===== config.mk =====
export PLATFORM = sky130hd
export DESIGN_NAME = stereo_serial_rx
export DESIGN_NICKNAME = d
export VERILOG_FILES = /design/src/rtl/srx_pkg.sv /design/src/rtl/srx_sync.sv /design/src/rtl/srx_edge.sv /design/src/rtl/srx_frame.sv /design/src/rtl/srx_pair.sv /design/src/rtl/stereo_serial_rx.sv
export SDC_FILE = /design/constraint.sdc
export NUM_CORES = 1
export LEC_CHECK = 0
export ABC_AREA = 0
export BUFFER_PORTS_ARGS = -buffer_cell sky130_fd_sc_hd__buf_2
export CORE_MARGIN = 3
export CORE_UTILIZATION = 49
export DETAILED_ROUTE_END_ITERATION = 6
export PLACE_DENSITY_LB_ADDON = 0.2
export RECOVER_POWER = 50
export SLEW_MARGIN = 10
export SYNTH_ARGS = -nofsm -noshare
export SYNTH_HDL_FRONTEND = slang
export SYNTH_SLANG_ARGS = --single-unit

===== constraint.sdc =====
create_clock -name clk -period 2.2 [get_ports clk]
set_clock_uncertainty 0.1 [all_clocks]
set_input_delay 0.44 -clock clk [delete_from_list [all_inputs] [get_ports clk]]
set_output_delay 0.44 -clock clk [all_outputs]
set_load 0.01 [all_outputs]

===== src/rtl/srx_pkg.sv =====
package srx_pkg;
  typedef enum logic [1:0] {
    FMT_LEFT      = 2'b00,
    FMT_LEFT_DLY  = 2'b01,
    FMT_RIGHT     = 2'b10,
    FMT_WORDCLK   = 2'b11
  } srx_fmt_e;
endpackage


===== src/rtl/srx_sync.sv =====
module srx_sync #(
  parameter int W      = 4,
  parameter int STAGES = 2
) (
  input  logic         clk,
  input  logic         rst,
  input  logic [W-1:0] d_i,
  output logic [W-1:0] q_o
);
  logic [W-1:0] chain [STAGES];

  for (genvar s = 0; s < STAGES; s++) begin : g_stage
    if (s == 0) begin : g_first
      always_ff @(posedge clk) begin
        if (rst) chain[s] <= '0;
        else     chain[s] <= d_i;
      end
    end else begin : g_next
      always_ff @(posedge clk) begin
        if (rst) chain[s] <= '0;
        else     chain[s] <= chain[s-1];
      end
    end
  end

  assign q_o = chain[STAGES-1];
endmodule


===== src/rtl/srx_edge.sv =====
module srx_edge (
  input  logic clk,
  input  logic rst,
  input  logic pol_i,
  input  logic bclk_i,
  input  logic din_i,
  input  logic lr_i,
  input  logic wc_i,
  output logic smp_o,
  output logic din_o,
  output logic lr_o,
  output logic wc_o
);
  logic prev_r;
  logic primed_r;
  logic active;

  // An active edge is a change of the synchronised bit clock to the
  // level opposite the polarity setting.
  assign active = primed_r && (bclk_i != prev_r) && (bclk_i == !pol_i);

  always_ff @(posedge clk) begin
    if (rst) begin
      prev_r   <= 1'b0;
      primed_r <= 1'b0;
      smp_o    <= 1'b0;
      din_o    <= 1'b0;
      lr_o     <= 1'b0;
      wc_o     <= 1'b0;
    end else begin
      prev_r   <= bclk_i;
      primed_r <= 1'b1;
      smp_o    <= active;
      din_o    <= din_i;
      lr_o     <= lr_i;
      wc_o     <= wc_i;
    end
  end
endmodule


===== src/rtl/srx_frame.sv =====
module srx_frame
  import srx_pkg::*;
#(
  parameter int SAMPLE_W  = 16,
  parameter int RJ_OFFSET = 16,
  parameter int POS_W     = 6
) (
  input  logic                clk,
  input  logic                rst,
  input  srx_fmt_e            fmt_i,
  input  logic                smp_i,
  input  logic                din_i,
  input  logic                lr_i,
  input  logic                wc_i,
  output logic                word_vld_o,
  output logic                word_left_o,
  output logic [SAMPLE_W-1:0] word_o
);
  logic                primed_r;
  logic                lr_q;
  logic                wc_q;
  logic                open_r;
  logic                chan_r;
  logic [POS_W-1:0]    pos_r;
  logic [SAMPLE_W-1:0] acc_r;

  logic [POS_W-1:0]    offset;
  logic                start;
  logic [POS_W-1:0]    pos_eff;
  logic [POS_W-1:0]    pos_n;
  logic [SAMPLE_W-1:0] acc_n;

  always_comb begin
    case (fmt_i)
      FMT_LEFT_DLY: offset = POS_W'(1);
      FMT_RIGHT:    offset = POS_W'(RJ_OFFSET);
      default:      offset = '0;
    endcase
  end

  always_comb begin
    if (fmt_i == FMT_WORDCLK) start = primed_r && wc_i && !wc_q;
    else                      start = primed_r && (lr_i != lr_q);

    pos_eff = start ? '0 : pos_r;
    acc_n   = start ? '0 : acc_r;
    // Place the bit at its weight; positions past the last weight drop out.
    for (int i = 0; i < SAMPLE_W; i++) begin
      if (pos_eff == offset + POS_W'(i)) acc_n[SAMPLE_W-1-i] = din_i;
    end
    pos_n = (pos_eff == '1) ? pos_eff : pos_eff + POS_W'(1);
  end

  always_ff @(posedge clk) begin
    if (rst) begin
      primed_r    <= 1'b0;
      lr_q        <= 1'b0;
      wc_q        <= 1'b0;
      open_r      <= 1'b0;
      chan_r      <= 1'b0;
      pos_r       <= '0;
      acc_r       <= '0;
      word_vld_o  <= 1'b0;
      word_left_o <= 1'b0;
      word_o      <= '0;
    end else begin
      word_vld_o <= 1'b0;
      if (smp_i) begin
        lr_q     <= lr_i;
        wc_q     <= wc_i;
        primed_r <= 1'b1;
        if (start) begin
          word_vld_o  <= open_r;
          word_left_o <= chan_r;
          word_o      <= acc_r;
          open_r      <= 1'b1;
          chan_r      <= lr_i;
        end
        if (start || open_r) begin
          acc_r <= acc_n;
          pos_r <= pos_n;
        end
      end
    end
  end
endmodule


===== src/rtl/srx_pair.sv =====
module srx_pair #(
  parameter int SAMPLE_W = 16
) (
  input  logic                clk,
  input  logic                rst,
  input  logic                word_vld_i,
  input  logic                word_left_i,
  input  logic [SAMPLE_W-1:0] word_i,
  output logic [SAMPLE_W-1:0] left_o,
  output logic [SAMPLE_W-1:0] right_o,
  output logic                valid_o
);
  logic [SAMPLE_W-1:0] hold_r;
  logic                have_r;

  always_ff @(posedge clk) begin
    if (rst) begin
      hold_r  <= '0;
      have_r  <= 1'b0;
      left_o  <= '0;
      right_o <= '0;
      valid_o <= 1'b0;
    end else begin
      valid_o <= 1'b0;
      if (word_vld_i) begin
        if (word_left_i) begin
          hold_r <= word_i;
          have_r <= 1'b1;
        end else if (have_r) begin
          left_o  <= hold_r;
          right_o <= word_i;
          valid_o <= 1'b1;
          have_r  <= 1'b0;
        end
      end
    end
  end
endmodule


===== src/rtl/stereo_serial_rx.sv =====
module stereo_serial_rx
  import srx_pkg::*;
#(
  parameter int SAMPLE_W    = 16,
  parameter int RJ_OFFSET   = 16,
  parameter int SYNC_STAGES = 2
) (
  input  logic                clk,
  input  logic                rst,
  input  logic [1:0]          mode_i,
  input  logic                bclk_pol_i,
  input  logic                bclk_i,
  input  logic                lrclk_i,
  input  logic                wclk_i,
  input  logic                sdata_i,
  output logic [SAMPLE_W-1:0] left_o,
  output logic [SAMPLE_W-1:0] right_o,
  output logic                valid_o
);
  localparam int POS_W = $clog2(RJ_OFFSET + SAMPLE_W + 1);

  logic [3:0]          raw_s;
  logic                smp_en;
  logic                e_din;
  logic                e_lr;
  logic                e_wc;
  logic                w_vld;
  logic                w_left;
  logic [SAMPLE_W-1:0] w_data;

  srx_sync #(.W(4), .STAGES(SYNC_STAGES)) u_sync (
    .clk (clk),
    .rst (rst),
    .d_i ({bclk_i, sdata_i, lrclk_i, wclk_i}),
    .q_o (raw_s)
  );

  srx_edge u_edge (
    .clk    (clk),
    .rst    (rst),
    .pol_i  (bclk_pol_i),
    .bclk_i (raw_s[3]),
    .din_i  (raw_s[2]),
    .lr_i   (raw_s[1]),
    .wc_i   (raw_s[0]),
    .smp_o  (smp_en),
    .din_o  (e_din),
    .lr_o   (e_lr),
    .wc_o   (e_wc)
  );

  srx_frame #(.SAMPLE_W(SAMPLE_W), .RJ_OFFSET(RJ_OFFSET), .POS_W(POS_W)) u_frame (
    .clk         (clk),
    .rst         (rst),
    .fmt_i       (srx_fmt_e'(mode_i)),
    .smp_i       (smp_en),
    .din_i       (e_din),
    .lr_i        (e_lr),
    .wc_i        (e_wc),
    .word_vld_o  (w_vld),
    .word_left_o (w_left),
    .word_o      (w_data)
  );

  srx_pair #(.SAMPLE_W(SAMPLE_W)) u_pair (
    .clk         (clk),
    .rst         (rst),
    .word_vld_i  (w_vld),
    .word_left_i (w_left),
    .word_i      (w_data),
    .left_o      (left_o),
    .right_o     (right_o),
    .valid_o     (valid_o)
  );
endmodule


==> reports/qor.txt <==
Most used flip-flop cell after synthesis - dfxtp_1
Routed length per instance - 14.21 um
Dominant cell type by area after synthesis - dfxtp_1
Fill cells - 804
Crit path launch type - register
Initial antenna violation count - 0
Cell Area, Synth - 0.004373 sq mm
Unrepaired setup endpoints after global routing - false
Yosys reg bits - 109
Power per cell area - 658.9 mW/mm^2
FMAX - 479.7 MHz
Syn nets - 547
Worst min-delay path class - in -> reg
Routed vias/inst - 5.385
Status - finished clean
Post-route ant nets - 0
CP Launch Point - u_edge.lr_o$_SDFF_PP0_
CP arrival - 2.29 ns
Antenna diodes - 0
Cells after synthesis - 535
Lkg Pwr - 1.712 nW
Final setup vio count - 0
Post-route DRC - 0
Clock Path Buffers - 2
Post-synth EDFFs - 0
Area delta synth->final - 13.73%
Worst flop-to-flop path startpoint - u_edge.lr_o$_SDFF_PP0_
Layout cells sized above 1 - 0.1081
Max transition margin - 0.3096
I/O pin total - 42
Final hold vios - 0
Critical Path RT - 2.40 ns
Grt ovf - 0
CTS Root Cell - clkbuf_8
H-tree depth - 3
Final Max Tran Viols - 0
Final wirelength - 9778 um
Syn Area/Cell - 8.174 sq um
Die Ht - 100.5 um
Fin crit period - 2.085 ns
Sequential area share after synthesis - 0.4990
Initial drt markers - 265
R2R setup slack - 0.12 ns
Clk Latency, worst-skew pair - 0.37 ns
I/O Buffers - 41
Unique cell type count in the Yosys netlist - 51
Ranking of synthesized cells by area - dfxtp_1, nand2_1, a21oi_1, clkbuf_1, mux2i_1
Met3 wire length - 504 um
WHS Path Cells - 2
Critical Path End Type - register
Largest net degree at the start of global routing - 100
Max-Cap Viols - 0
RePlAce Congestion - 0.9376
Core area - 0.008423 sq mm
Met2 WL post-DR - 4526 um
Pre-CTS setup slack - -0.1732 ns
CTS Sinks - 109
Layout Nets - 590
Starting density of the core - 0.5192
Setup TNS - 0 ns
Crit share post-route - 0.9476
FFs w/ async S/R, synth - 0
Hold endpoint - u_sync.chain[0][1]$_SDFF_PP0_
Inst Count DP - 672
Total GRT Usage - 0.2023
Critical path peak fanout - 6
Cell Count, Final, Fillers Out - 688
Row cnt - 33
Highest routed layer - met4
First-pass GRT wire length - 16,390 um
Cells on worst reg2reg path - 6
Num CTS Buffers - 9
WL met1 - 4620 um
Clock slew at reported path FFs - 0.11 ns
CTS tree - yes
Hold Startpoint - lrclk_i
Vias in the first global route - 3,415
Synth top area share - 0.4990
Die area - 0.01009 sq mm
Pwr Total - 3.277 mW
DRT Pass-1 Iters - 5
Via count - 3,705
Ys Warns - 0
Worst-Margin Slew - 1.036 ns
Peak supply drop - 0.0004898 V
Worst setup margin - 0.1152 ns
Reg2reg end - u_frame.acc_r[15]$_SDFFE_PP0P_
Die X - 100.5 um
Placed wire-length estimate - 6780 um
Setup CP Type - reg -> reg
-- placed cells by master (no fill, tap or decap), drive strengths merged, types with 3 or more instances in the layout --
master	count
o31ai	6
xor2	3
a21oi	80
o21ai	8
inv	10
ha	3
nand4	7
nor2	25
nor3	8
buf	35
nor2b	12
clkbuf	46
nand2b	5
dfxtp	109
nand3	14
and2	8
mux2i	11
nand3b	3
a211oi	3
nand2	155
-- stage by stage --
| step | area (sq um) | hold WS (ns) | utilization |
|---|---|---|---|
| floorplan | 4373 | 0.3138 | - |
| global placement | 4810 | 0.3169 | 0.5710 |
| detailed placement | 4810 | 0.3270 | 0.5710 |
| CTS | 5005 | 0.1571 | 0.5942 |
| global route | 4974 | 0.1650 | 0.5905 |
| finish | 4974 | 0.1714 | 0.5905 |
-- worst max path at each step --
stage          slack [ns]                             end  cells after the start
6_report             0.12  u_frame.acc_r[15]$_SDFFE_PP0P_                      6
4_1_cts               0.1  u_frame.acc_r[15]$_SDFFE_PP0P_                      6
3_3_place_gp        -0.09  u_frame.acc_r[14]$_SDFFE_PP0P_                      9
5_1_grt              0.01  u_frame.acc_r[15]$_SDFFE_PP0P_                      6
2_1_floorplan        0.01  u_frame.acc_r[14]$_SDFFE_PP0P_                      8
3_5_place_dp        -0.17  u_frame.acc_r[14]$_SDFFE_PP0P_                      9
-- cell families (layout without fill, tap and decap cells) --
| kind of cell | after synthesis | count (layout) | synth area share |
|---|---|---|---|
| AOI/OAI and AO/OA | 110 | 110 | 0.1465 |
| xor gates and xnor gates | 5 | 5 | 0.01173 |
| adders and majority gates | 3 | 3 | 0.008585 |
| buffers and inverters | 45 | 93 | 0.04263 |
| DFF | 109 | 109 | 0.4990 |
| muxes | 13 | 13 | 0.03319 |
| and+or+nand+nor | 250 | 250 | 0.2584 |
-- layer usage --
metal  GRT usage  vias to the layer above
met2      0.3196                       97
met4     0.05907                        0
met1      0.2799                     1720
met3     0.04291                       16
met5           0                        -
li1            -                     1872
-- layout make-up --
cell class | count | area, sq um | area share
sequential | 109 | 2182 | 0.4387
tap | 105 | 131.4 | 0.02642
inverter | 7 | 26.28 | 0.005283
multi-input combinational | 381 | 2033 | 0.4088
clock buffer | 11 | 141.4 | 0.02843
clock inverter | 5 | 53.80 | 0.01082
timing repair buffer | 70 | 405.4 | 0.08151
-- critical path: stages, from the launching register on --
cell      delay, ns
dfxtp_1        0.39
xnor2_4        0.27
mux2_2         0.26
nor3_1         0.07
o31ai_2        0.53
o21bai_1       0.21
mux2i_1        0.19
-- Yosys cell counts, types with 2 or more instances --
cell      number
a211oi_1       2
a21oi_1       80
a32oi_1        2
and2_1         7
and3_1         2
and3b_1        2
buf_2          5
clkbuf_1      31
dfxtp_1      109
ha_1           3
inv_1          7
mux2_2         2
mux2i_1       10
nand2_1      155
nand2b_1       5
nand3_1       14
nand3b_1       3
nand4_1        7
nor2_1        24
nor2b_1       12
nor3_1         8
nor4_1         2
o211ai_1       2
o21ai_0        8
o31ai_1        5
xor2_1         3
-- state kept, by name (all words and copies together) (netlist names), 6 cells and up --
register        cells
u_pair.right_o     16
u_frame.word_o     16
u_pair.hold_r      16
u_frame.pos_r       6
u_pair.left_o      16
u_sync.chain        8
u_frame.acc_r      16
-- timing repair --
action / 4_1_cts / 5_1_grt
setup buffers: 0 / 0
setup endpoints to repair: 0 / 2
gates resized for setup: 0 / 2
hold buffers: 0 / 0
-- report_power, final --
part | internal, mW | total (mW) | switching [mW]
Sequential | 1.98 | 1.99 | 0.00683
Clock | 0.472 | 1.19 | 0.714
Combinational | 0.0368 | 0.102 | 0.0653
Total | 2.49 | 3.28 | 0.786
Note: power is estimated with default switching activity, not from simulation.
